==> src/rtl/irqc_pkg.sv <==
package irqc_pkg;
  typedef enum logic [2:0] {
    ADDR_STATUS = 3'd0,
    ADDR_ENABLE = 3'd1,
    ADDR_CRIT   = 3'd2,
    ADDR_POLAR  = 3'd3,
    ADDR_TRIG   = 3'd4,
    ADDR_MASKED = 3'd5,
    ADDR_VCFG   = 3'd6,
    ADDR_VEC    = 3'd7
  } regAddr_e;

  typedef struct packed {
    logic wrStatus;
    logic wrEnable;
    logic wrCrit;
    logic wrPolar;
    logic wrTrig;
    logic wrVcfg;
  } regStrobe_t;
endpackage

==> src/rtl/irqc_ctrl.sv <==
module irqc_ctrl
  import irqc_pkg::*;
(
  input  logic       regWrEn,
  input  logic [2:0] regAddr,
  output regStrobe_t strobe
);
  always_comb begin
    strobe = '0;
    if (regWrEn) begin
      unique case (regAddr_e'(regAddr))
        ADDR_STATUS: strobe.wrStatus = 1'b1;
        ADDR_ENABLE: strobe.wrEnable = 1'b1;
        ADDR_CRIT:   strobe.wrCrit   = 1'b1;
        ADDR_POLAR:  strobe.wrPolar  = 1'b1;
        ADDR_TRIG:   strobe.wrTrig   = 1'b1;
        ADDR_VCFG:   strobe.wrVcfg   = 1'b1;
        default:     strobe = '0; // read-only addresses ignore writes
      endcase
    end
  end
endmodule

==> src/rtl/irqc_datapath.sv <==
module irqc_datapath
  import irqc_pkg::*;
#(
  parameter int NUM_IRQ     = 32,
  parameter int DATA_W      = 32,
  parameter int STRIDE_LOG2 = 9
) (
  input  logic               clk,
  input  logic               rstN,
  input  logic [NUM_IRQ-1:0] irqIn,
  input  regStrobe_t         strobe,
  input  logic [2:0]         regAddr,
  input  logic [DATA_W-1:0]  regWrData,
  output logic [DATA_W-1:0]  regRdData,
  output logic               irqNorm,
  output logic               irqCrit,
  output logic [DATA_W-1:0]  vecAddr
);
  logic [NUM_IRQ-1:0] statusQ, enableQ, critQ, polarQ, trigQ, prevActQ;
  logic [DATA_W-1:0]  vcfgQ;
  logic [NUM_IRQ-1:0] active, clearMask, statusNext, maskedSt, normPend, critPend;

  assign active    = ~(irqIn ^ polarQ);
  assign clearMask = strobe.wrStatus ? regWrData[NUM_IRQ-1:0] : '0;

  for (genvar g = 0; g < NUM_IRQ; g++) begin : gLine
    if (1) begin : gCapture
      always_comb begin
        if (trigQ[g])
          statusNext[g] = (statusQ[g] & ~clearMask[g]) | (active[g] & ~prevActQ[g]);
        else
          statusNext[g] = active[g];
      end
    end
  end

  always_ff @(posedge clk) begin
    if (!rstN) begin
      statusQ  <= '0;
      enableQ  <= '0;
      critQ    <= '0;
      polarQ   <= '0;
      trigQ    <= '0;
      prevActQ <= '0;
      vcfgQ    <= '0;
    end else begin
      statusQ  <= statusNext;
      prevActQ <= active;
      if (strobe.wrEnable) enableQ <= regWrData[NUM_IRQ-1:0];
      if (strobe.wrCrit)   critQ   <= regWrData[NUM_IRQ-1:0];
      if (strobe.wrPolar)  polarQ  <= regWrData[NUM_IRQ-1:0];
      if (strobe.wrTrig)   trigQ   <= regWrData[NUM_IRQ-1:0];
      if (strobe.wrVcfg)   vcfgQ   <= regWrData & ~DATA_W'(2);
    end
  end

  assign maskedSt = statusQ & enableQ;
  assign normPend = maskedSt & ~critQ;
  assign critPend = maskedSt & critQ;
  assign irqNorm  = |normPend;
  assign irqCrit  = |critPend;

  // Priority search over the pending critical lines
  logic              vecHit;
  logic [DATA_W-1:0] vecDist;
  always_comb begin
    vecHit  = 1'b0;
    vecDist = '0;
    for (int i = 0; i < NUM_IRQ; i++) begin
      if (!vecHit && critPend[vcfgQ[0] ? (NUM_IRQ - 1 - i) : i]) begin
        vecHit  = 1'b1;
        vecDist = DATA_W'(i);
      end
    end
  end
  assign vecAddr = vecHit ? ((vcfgQ & ~DATA_W'(3)) + (vecDist << STRIDE_LOG2)) : '0;

  always_comb begin
    unique case (regAddr_e'(regAddr))
      ADDR_STATUS: regRdData = DATA_W'(statusQ);
      ADDR_ENABLE: regRdData = DATA_W'(enableQ);
      ADDR_CRIT:   regRdData = DATA_W'(critQ);
      ADDR_POLAR:  regRdData = DATA_W'(polarQ);
      ADDR_TRIG:   regRdData = DATA_W'(trigQ);
      ADDR_MASKED: regRdData = DATA_W'(maskedSt);
      ADDR_VCFG:   regRdData = vcfgQ;
      ADDR_VEC:    regRdData = vecAddr;
      default:     regRdData = '0;
    endcase
  end
endmodule

==> src/rtl/irq_vec_ctrl.sv <==
module irq_vec_ctrl
  import irqc_pkg::*;
#(
  parameter int NUM_IRQ     = 32,
  parameter int DATA_W      = 32,
  parameter int STRIDE_LOG2 = 9
) (
  input  logic               clk,
  input  logic               rstN,
  input  logic [NUM_IRQ-1:0] irqIn,
  input  logic               regWrEn,
  input  logic [2:0]         regAddr,
  input  logic [DATA_W-1:0]  regWrData,
  output logic [DATA_W-1:0]  regRdData,
  output logic               irqNorm,
  output logic               irqCrit,
  output logic [DATA_W-1:0]  vecAddr
);
  regStrobe_t strobe;

  irqc_ctrl uCtrl (
    .regWrEn (regWrEn),
    .regAddr (regAddr),
    .strobe  (strobe)
  );

  irqc_datapath #(
    .NUM_IRQ     (NUM_IRQ),
    .DATA_W      (DATA_W),
    .STRIDE_LOG2 (STRIDE_LOG2)
  ) uDp (
    .clk       (clk),
    .rstN      (rstN),
    .irqIn     (irqIn),
    .strobe    (strobe),
    .regAddr   (regAddr),
    .regWrData (regWrData),
    .regRdData (regRdData),
    .irqNorm   (irqNorm),
    .irqCrit   (irqCrit),
    .vecAddr   (vecAddr)
  );
endmodule

==> config.mk <==
export PLATFORM = sky130hd
export DESIGN_NAME = irq_vec_ctrl
export DESIGN_NICKNAME = d
export VERILOG_FILES = /design/src/rtl/irqc_pkg.sv /design/src/rtl/irqc_ctrl.sv /design/src/rtl/irqc_datapath.sv /design/src/rtl/irq_vec_ctrl.sv
export SDC_FILE = /design/constraint.sdc
export NUM_CORES = 1
export LEC_CHECK = 0
export CAP_MARGIN = 30
export CELL_PAD_IN_SITES_DETAIL_PLACEMENT = 2
export CELL_PAD_IN_SITES_GLOBAL_PLACEMENT = 2
export CORE_MARGIN = 3
export CORE_UTILIZATION = 29
export DETAILED_ROUTE_END_ITERATION = 8
export MAX_ROUTING_LAYER = met4
export PLACE_DENSITY = 0.81
export SLEW_MARGIN = 20
export SYNTH_ARGS = -nofsm -noshare
export SYNTH_HDL_FRONTEND = slang
export SYNTH_SLANG_ARGS = --single-unit
==> constraint.sdc <==
create_clock -name clk -period 4.2 [get_ports clk]
set_clock_uncertainty 0.1 [all_clocks]
set_input_delay 0.84 -clock clk [delete_from_list [all_inputs] [get_ports clk]]
set_output_delay 0.84 -clock clk [all_outputs]
set_load 0.03 [all_outputs]
======== Yosys cells after proc, flatten, opt, wreduce, memory -nomap -nowiden ========
Index checks and enable logic that the tools add are counted.
word-level totals
  bits in registers ....................... 223
  input bits .............................. 70
  output and inout port bits .............. 66
  logic and storage cells ................. 511
operators by class
  add/sub/neg operators ................... 1
  magnitude comparators ................... 32
  equal/unequal tests ..................... 7
  multiplexer cells ....................... 233
  bitwise operators ....................... 166
  reductions and logical operators ........ 65
operator list
  cell                   number
  $lt A32 B7 Y1 const B  32
  $pmux W32 S8           1
  $mux W5                48
  $bmux W1 S5            32
  $mux W1                135
  $and A32 B32 Y32       3
  $and A1 B1 Y1          64
  $mux W32               2
  $not A1 Y1             64
  $not A32 Y32           2
  $reduce_or A32 Y1      2
  $add A32 B14 Y32       1
  $mux W4                8
  $or A1 B1 Y1           32
  $xor A32 B32 Y32       1
  $logic_and A1 B1 Y1    31
  $logic_not A1 Y1       31
  $eq A3 B3 Y1 const B   4
  $mux W3                4
  $eq A3 B2 Y1 const B   2
  $mux W6                1
  $mux W2                2
  $eq A3 B1 Y1 const B   1
  $logic_not A3 Y1       1

======== Longest topological paths before layout ========
Gate-level depths: netlist of run 1.
  word-level depth ........................ 102
  depth in mapped cells ................... 17
  depth with buffers taken out ............ 16

======== Modules after synthesis ========
A second synthesis of run 1 with hierarchy kept.
second synthesis, totals
  cell total of the unflattened synthesis .. 1502
  area total of the unflattened synthesis .. 12734.7 um^2
by module, submodules not included
  module         instances  cells an instance  area an instance (um^2)  seq. area each (um^2)
  irqc_datapath  1          1496               12660.9                  4464.3
  irqc_ctrl      1          6                  73.8                     0.0

======== Worst setup path before layout of run 1 ========
OpenSTA, ideal clock, no wires.
  kind .................................... reg2out
  start ................................... reg uDp.vcfgQ[0]
  end ..................................... out regRdData[31]
  arrival time ............................ 3660 ps
  required time ........................... 3260 ps
  slack ................................... -400 ps
  cell stages (with the launch flop) ...... 16
  path buffers ............................ 2
  cell sequence ........................... dfxtp_1 -> buf_6 -> clkbuf_1 -> a211oi_1 -> a221o_1 -> o21ai_0 -> nand4_1 -> ha_1 -> fa_1 -> a21oi_1 -> o21ai_0 -> and2b_1 -> nand4_1 -> xor2_1 -> a21oi_1 -> a21boi_0
between the ends
  word-level cells in the longest chain between the ends .. 101
  elaborated cells between the ends (all ways) .. 256
  those cells by class .................... add/sub (1); mux (193); reduce/logical (62)
ends and longest elaborated chain
  element                 RTL line             RTL
  start, declared         irqc_datapath.sv:20  logic [DATA_W-1:0] vcfgQ;
  start signal, assigned  irqc_datapath.sv:53  if (strobe.wrVcfg) vcfgQ <= regWrData & ~DATA_W'(2);
  $mux W5                 irqc_datapath.sv:70  if (!vecHit && critPend[vcfgQ[0] ? (NUM_IRQ - 1 - i) : i]) begin
  $bmux W1 S5             irqc_datapath.sv:70
  $mux W1 (3 in a row)    irqc_datapath.sv:70
  $logic_not A1 Y1        irqc_datapath.sv:70
  $logic_and A1 B1 Y1     irqc_datapath.sv:70
  $mux W1                 irqc_datapath.sv:70
  $logic_not A1 Y1        irqc_datapath.sv:70
  $logic_and A1 B1 Y1     irqc_datapath.sv:70
  [83 not listed]         --
  $logic_and A1 B1 Y1     irqc_datapath.sv:70
  $mux W1                 irqc_datapath.sv:70
  $logic_not A1 Y1        irqc_datapath.sv:70
  $logic_and A1 B1 Y1     irqc_datapath.sv:70
  $mux W5                 irqc_datapath.sv:70
  $add A32 B14 Y32        irqc_datapath.sv:76  assign vecAddr = vecHit ? ((vcfgQ & ~DATA_W'(3)) + (vecDist << STRIDE_LOG2)) : '0;
  $mux W32 *              irqc_datapath.sv:76
  $pmux W32 S8 *          irqc_datapath.sv:79  unique case (regAddr_e'(regAddr))
  end, declared           irq_vec_ctrl.sv:14   output logic [DATA_W-1:0] regRdData,
Mark *: on every way between the ends. The rest lies on a longest branch, timed or not. The select of a mux whose other input is x is not followed.

======== Final worst setup path of run 1 ========
  start ................................... reg uDp.vcfgQ[0]
  end ..................................... out vecAddr[28]
between the ends
  word-level cells in the longest chain between the ends .. 100
  elaborated cells between the ends (all ways) .. 255
  those cells by class .................... add/sub (1); mux (192); reduce/logical (62)
ends and longest elaborated chain
  element               RTL line             RTL
  $mux W5               irqc_datapath.sv:70
  $bmux W1 S5           irqc_datapath.sv:70
  $mux W1 (3 in a row)  irqc_datapath.sv:70
  $logic_not A1 Y1      irqc_datapath.sv:70
  $logic_and A1 B1 Y1   irqc_datapath.sv:70
  $mux W1               irqc_datapath.sv:70
  $logic_not A1 Y1      irqc_datapath.sv:70
  $logic_and A1 B1 Y1   irqc_datapath.sv:70
  [82 not listed]       --
  $logic_not A1 Y1      irqc_datapath.sv:70
  $logic_and A1 B1 Y1   irqc_datapath.sv:70
  $mux W1               irqc_datapath.sv:70
  $logic_not A1 Y1      irqc_datapath.sv:70
  $logic_and A1 B1 Y1   irqc_datapath.sv:70
  $mux W5               irqc_datapath.sv:70
  $add A32 B14 Y32      irqc_datapath.sv:76
  $mux W32 *            irqc_datapath.sv:76
  end, declared         irq_vec_ctrl.sv:17   output logic [DATA_W-1:0] vecAddr
Marks and branches as above.

==> impl_metrics.tcl, run 1 <==
set metrics [dict create \
    relSlewSlack_pct 56.60 \
    cts.sink_count 223 \
    initial_core_util_pct 29.82 \
    synth.area.top_cells "dfxtp_1 38%, nand2_1 14%, a21oi_1 11%, nor2_1 4.0%, xor2_1 3.4%" \
    wl_per_cell_um 29.66 \
    crit-reg2reg-launch "uDp.polarQ[21]" \
    dp_slack_ns -0.5606 \
    path_class "flip-flop to primary output" \
    grt_pass1_vias 16295 \
    core_um2 39190 \
    dp_cells 2424 \
    fin_ws_ns -1.105 \
    start_kind "flip-flop" \
    final_antenna_net_count 0 \
    vias_per_cell 5.932 \
    post-dp-hpwl_um 45980 \
    report.final.hold_viol_count 0 \
    ir_worst_vdd_v 0.0002619 \
    hold_depth 2 \
    cts_root_buf "clkbuf_16" \
    crit_path_end_kind "primary output" \
    drive_gt1_share_pct 27.09 \
    synth_top_area_share_pct 38.21 \
    fin_util_pct 44.88 \
    timing.fmax_mhz 188.5 \
    clock_path_buffers 3 \
    final_common_cell "nand2_1" \
    tightest_slew_ns 0.6503 \
    violations "setup timing" \
    n_fill_cell 4265 \
    maxCapViolCount 0 \
    synth.avg_cell_area_um2 7.213 \
    synth_cell_type_count 68 \
    finalSetupTns_ns -36.80 \
    vias 14788 \
    ys.flop_type "dfxtp_1" \
    drc_errors 0 \
    wl_um 73940 \
    slew_viol_final 0 \
    powerDensity_nw_per_um2 323.2 \
    drt-initial-drc-count 1275 \
    rr_endpoint "uDp.statusQ[21]" \
    synth_largest_area_cell "dfxtp_1" \
    ios 136 \
    r2r_setup_slack_ns 2.85 \
    rsz0062_at_grt "true" \
    multi_input_area_um2 7616 \
    die_h_um 206.7 \
    numCtsBuffers 27 \
    antenna_cells 0 \
    gp_congestion 0.9698 \
    synth_area_um2 11680 \
    firstDrtPassIters 5 \
    die-area_um2 42740 \
    clk_pin_slew_ns 0.06 \
    syn_inst 1620 \
    clk_latency_ns 0.56 \
    p_leak_nw 7.047 \
    seq_area_um2 4479 \
    status "finished with violations" \
    antenna_found_initial 0 \
    worstPathArrival_ns 4.37 \
    worstPathMaxFanout 7 \
    synth_edf_count 0 \
    r2r_cells 4 \
    whs_endpoint "uDp.vcfgQ[7]" \
    overflow 0 \
    dpl-instance-area_um2 15570 \
    ctsHtreeMaxLevel 1 \
    track_usage_pct 34.20 \
    setup_viol 44 \
    layout_worst_path_cycle_share_pct 126.3 \
    area_growth_pct 50.52 \
    fin_total_pwr_mw 5.684 \
    grt_start_max_net_pins 61 \
    worstHoldStart "uDp.vcfgQ[7]" \
    cp_data_required_time_ns 3.26 \
    ys_ff_latch 223 \
    rows 72 \
    grt_pass1_wl_um 107000 \
    yosysWarnings 0 \
    die_w_um 206.7 \
    stdcell_area_um2 17590 \
    timing.hold.ws_ns 0.3567 \
    async_flop_share_pct 0 \
    port_buffers 133 \
    min_path_type "flip-flop to flip-flop" \
    fin_crit_ns 5.305 \
    instances_no_fill 2493 \
    fin_nets 2035 \
    yosysSeqAreaShare_pct 38.21 \
    cts_tree "built" \
    mostFrequentLayoutCells "438 x nand2_1, 262 x buf_4, 239 x a21oi_1, 215 x dfxtp_1, 99 x nor2_1" \
]
-- routing by layer --
layer / share of wire (%) / wire length (um) / track usage, % / up-vias
met2: 48 / 35350 / 57.08 / 707
met1: 40 / 29380 / 40.58 / 7507
li1: - / - / - / 6282
met5: 0 / 0 / - / -
met4: 6.4 / 4699 / 16.37 / 0
met3: 6.1 / 4514 / 5.128 / 292
-- power by group --
part / total (mW) / leakage (nW) / switching, mW / internal, mW
Clock: 2.49 / 0.439 / 1.03 / 1.46
Sequential: 2.26 / 1.82 / 0.0682 / 2.19
Combinational: 0.934 / 4.78 / 0.571 / 0.363
Total: 5.68 / 7.05 / 1.67 / 4.01
-- sequential cells by signal, indices dropped and copies added (netlist names) --
signal / flops
uDp.prevActQ: 32
uDp.enableQ: 32
uDp.vcfgQ: 31
uDp.polarQ: 32
uDp.trigQ: 32
uDp.statusQ: 32
uDp.critQ: 32
-- what timing repair did --
| action | CTS | global route |
|---|---|---|
| pin swaps | 49 | 23 |
| cloned | 0 | 0 |
| resized for setup | 147 | 56 |
| hold endpoints to repair | 0 | 0 |
| hold buffers | 0 | 0 |
| buffers inserted | 21 | 9 |
| endpoints found under the setup margin | 47 | 47 |
-- final cells by class --
cell class	count	share of cell area [%]
repair buffers	405	22.07
clock buffers	37	4.396
clock inverters	9	0.7327
inverters	14	0.3486
well taps	518	3.685
multi-input cells	1287	43.30
flip-flops and latches	223	25.47
-- cells in the mapped netlist, types with 4 or more instances --
cell and number:
o22ai_1 31, and3_1 12, nand2_1 445, a22oi_1 7
o21a_1 5, o21ai_0 47, nand3_2 6, o22a_1 6
inv_1 11, a221o_1 4, a21oi_1 253, ha_1 6
xnor2_1 8, a21boi_0 10, buf_2 22, mux2_2 9
and2_1 4, nand2b_1 7, buf_1 5, dfxtp_1 223
o221ai_1 7, nor2_1 125, a221oi_1 7, buf_4 5
a211oi_1 8, nor4_1 4, nand4_1 13, nand3_1 75
o211ai_1 6, nor2b_1 11, nor3_1 12, clkbuf_1 62
a21o_1 25, mux2i_1 30, a31oi_1 18, xor2_1 45
-- cells by family (layout without fill, tap and decap cells) --
logic type / after synthesis / in the layout / synth area share (%)
multiplexers: 39 / 39 / 3.437
adder cells (fa/ha/maj): 7 / 7 / 0.8138
other: 1 / 2 / 0.03209
flip-flops: 223 / 223 / 38.21
buffers and inverters: 111 / 465 / 4.155
XOR/XNOR: 53 / 53 / 3.973
AND/OR/NAND/NOR: 724 / 724 / 26.05
AO/OA/AOI/OAI: 462 / 462 / 23.33
-- worst max-delay path by stage --
stage                                to  depth (start not counted)             from
after global routing        vecAddr[28]                         20     uDp.vcfgQ[0]
final                       vecAddr[28]                         20     uDp.vcfgQ[0]
after CTS                 regRdData[31]                         19     uDp.vcfgQ[0]
after global placement    regRdData[23]                         18  uDp.statusQ[20]
after detailed placement  regRdData[28]                         19  uDp.statusQ[30]
after floorplan           regRdData[25]                         16  uDp.statusQ[10]
-- critical path, cell delays in order (launching register included) --
cell,delay (ns)
dfxtp_4,0.38
buf_6,0.13
nand4_1,0.14
a222oi_1,0.44
buf_4,0.19
and3_4,0.18
and2_4,0.14
o21ai_2,0.05
nand4_1,0.15
ha_2,0.24
buf_6,0.10
a21o_1,0.14
nand4_1,0.12
a31oi_2,0.23
buf_6,0.23
buf_6,0.13
nand3_4,0.11
xnor2_4,0.27
buf_6,0.13
nor2b_4,0.15
buf_12,0.13
No activity file was read; power rests on OpenSTA's default activity.
==> run 2: changes to the inputs <==
CORE_UTILIZATION = 32   (was 29)
CTS_CLUSTER_SIZE = 8   (was default)
PLACE_DENSITY = 0.85   (was 0.81)
clock period = 5 ns   (was 4.2 ns; I/O delays follow)
==> impl_metrics.tcl, run 2 (synthesis gave the netlist of run 1 again) <==
set metrics [dict create \
    port_buffers 133 \
    cts.sink_count 223 \
    die_h_um 197.1 \
    die-area_um2 38840 \
    worstPathArrival_ns 4.47 \
    p_leak_nw 6.584 \
    gp_congestion 0.9491 \
    layout_worst_path_cycle_share_pct 111.5 \
    antenna_found_initial 0 \
    dp_cells 2290 \
    antenna_cells 0 \
    rr_endpoint "uDp.statusQ[21]" \
    r2r_cells 4 \
    drive_gt1_share_pct 26.75 \
    numCtsBuffers 31 \
    crit_start "uDp.statusQ[31]" \
    cp_data_required_time_ns 3.90 \
    fin_ws_ns -0.5740 \
    violations "setup timing" \
    setup_viol 37 \
    fin_crit_ns 5.574 \
    ir_worst_vdd_v 0.0002461 \
    firstDrtPassIters 5 \
    mostFrequentLayoutCells "437 x nand2_1, 240 x a21oi_1, 193 x buf_4, 175 x dfxtp_1, 98 x nor2_1" \
    min_path_type "flip-flop to flip-flop" \
    worstPathMaxFanout 6 \
    cts_root_buf "clkbuf_16" \
    ctsHtreeMaxLevel 1 \
    stdcell_area_um2 17010 \
    report.final.hold_viol_count 0 \
    core_um2 35740 \
    track_usage_pct 36.52 \
    clk_pin_slew_ns 0.06 \
    post-dp-hpwl_um 44580 \
    wl_per_cell_um 31.61 \
    clock_path_buffers 3 \
    dp_slack_ns -0.05892 \
    initial_core_util_pct 32.69 \
    crit_path_end_kind "primary output" \
    dpl-instance-area_um2 14740 \
    area_growth_pct 45.56 \
    cp-endpoint "regRdData[30]" \
    crit-reg2reg-launch "uDp.polarQ[21]" \
    relSlewSlack_pct 28.80 \
    powerDensity_nw_per_um2 268.7 \
    rsz0062_at_grt "true" \
    clk_latency_ns 0.56 \
    status "finished with violations" \
    vias_per_cell 6.319 \
    cts_tree "built" \
    vias 14887 \
    ctsHoldBuffers 0 \
    grt_pass1_wl_um 104900 \
    timing.fmax_mhz 179.4 \
    path_class "flip-flop to primary output" \
    slew_viol_final 0 \
    tightest_slew_ns 1.064 \
    final_antenna_net_count 0 \
    ios 136 \
    timing.hold.ws_ns 0.3642 \
    die_w_um 197.1 \
    wl_um 74480 \
    final_common_cell "nand2_1" \
    overflow 0 \
    rows 69 \
    grt_start_max_net_pins 83 \
    maxCapViolCount 0 \
    fin_nets 1972 \
    finalSetupTns_ns -10.66 \
    drt-initial-drc-count 1454 \
    start_kind "flip-flop" \
    n_fill_cell 3925 \
    grt_pass1_vias 16199 \
    r2r_setup_slack_ns 3.67 \
    fin_util_pct 47.59 \
    fin_total_pwr_mw 4.570 \
    instances_no_fill 2356 \
    drc_errors 0 \
]
## run 2: metal layers
layer / part of all wire, % / vias up / global-route usage [%]
met4: 6.7 / 0 / 17.37
li1: - / 6146 / -
met5: 0 / - / -
met2: 48 / 843 / 62.03
met1: 38 / 7544 / 42.83
met3: 6.6 / 354 / 4.997
## run 2: worst min path at each step
stage	from	to	slack, ns	depth (start not counted)
after floorplan	uDp.vcfgQ[5]	uDp.vcfgQ[5]	0.34	2
after global placement	uDp.vcfgQ[7]	uDp.vcfgQ[7]	0.34	2
after detailed placement	uDp.vcfgQ[7]	uDp.vcfgQ[7]	0.36	2
after CTS	uDp.vcfgQ[7]	uDp.vcfgQ[7]	0.37	2
after global routing	uDp.vcfgQ[7]	uDp.vcfgQ[7]	0.39	2
final	uDp.vcfgQ[7]	uDp.vcfgQ[7]	0.36	2
## run 2: power by group
group / total (mW) / switching [mW] / internal (mW)
Combinational: 0.740 / 0.467 / 0.273
Sequential: 1.91 / 0.0678 / 1.84
Clock: 1.92 / 0.842 / 1.08
## run 2: cell type report
class	count	area, um2	area share (%)
timing repair buffer	338	3269	19.22
multi-input combinational	1287	7772	45.70
inverter	14	57.56	0.3384
clock buffer	32	779.5	4.583
tap	461	576.8	3.391
clock inverter	1	8.758	0.05149
sequential	223	4544	26.72
## run 2: worst max-delay path: stages (launching register included)
cell      delay [ns]
dfxtp_2         0.33
and3_4          0.19
nand4b_1        0.24
buf_4           0.18
mux2i_1         0.34
and4_4          0.35
nor3_2          0.05
buf_4           0.15
ha_4            0.28
buf_4           0.11
nand4_1         0.16
a31oi_2         0.25
buf_6           0.21
buf_4           0.14
nand3_2         0.10
xor2_2          0.21
nor3_2          0.22
o22a_1          0.24
buf_12          0.14
## run 2: timing repair
item | CTS | global route
setup endpoints to repair | 39 | 40
pin swaps | 47 | 45
buffers inserted | 28 | 18
resized for setup | 209 | 77
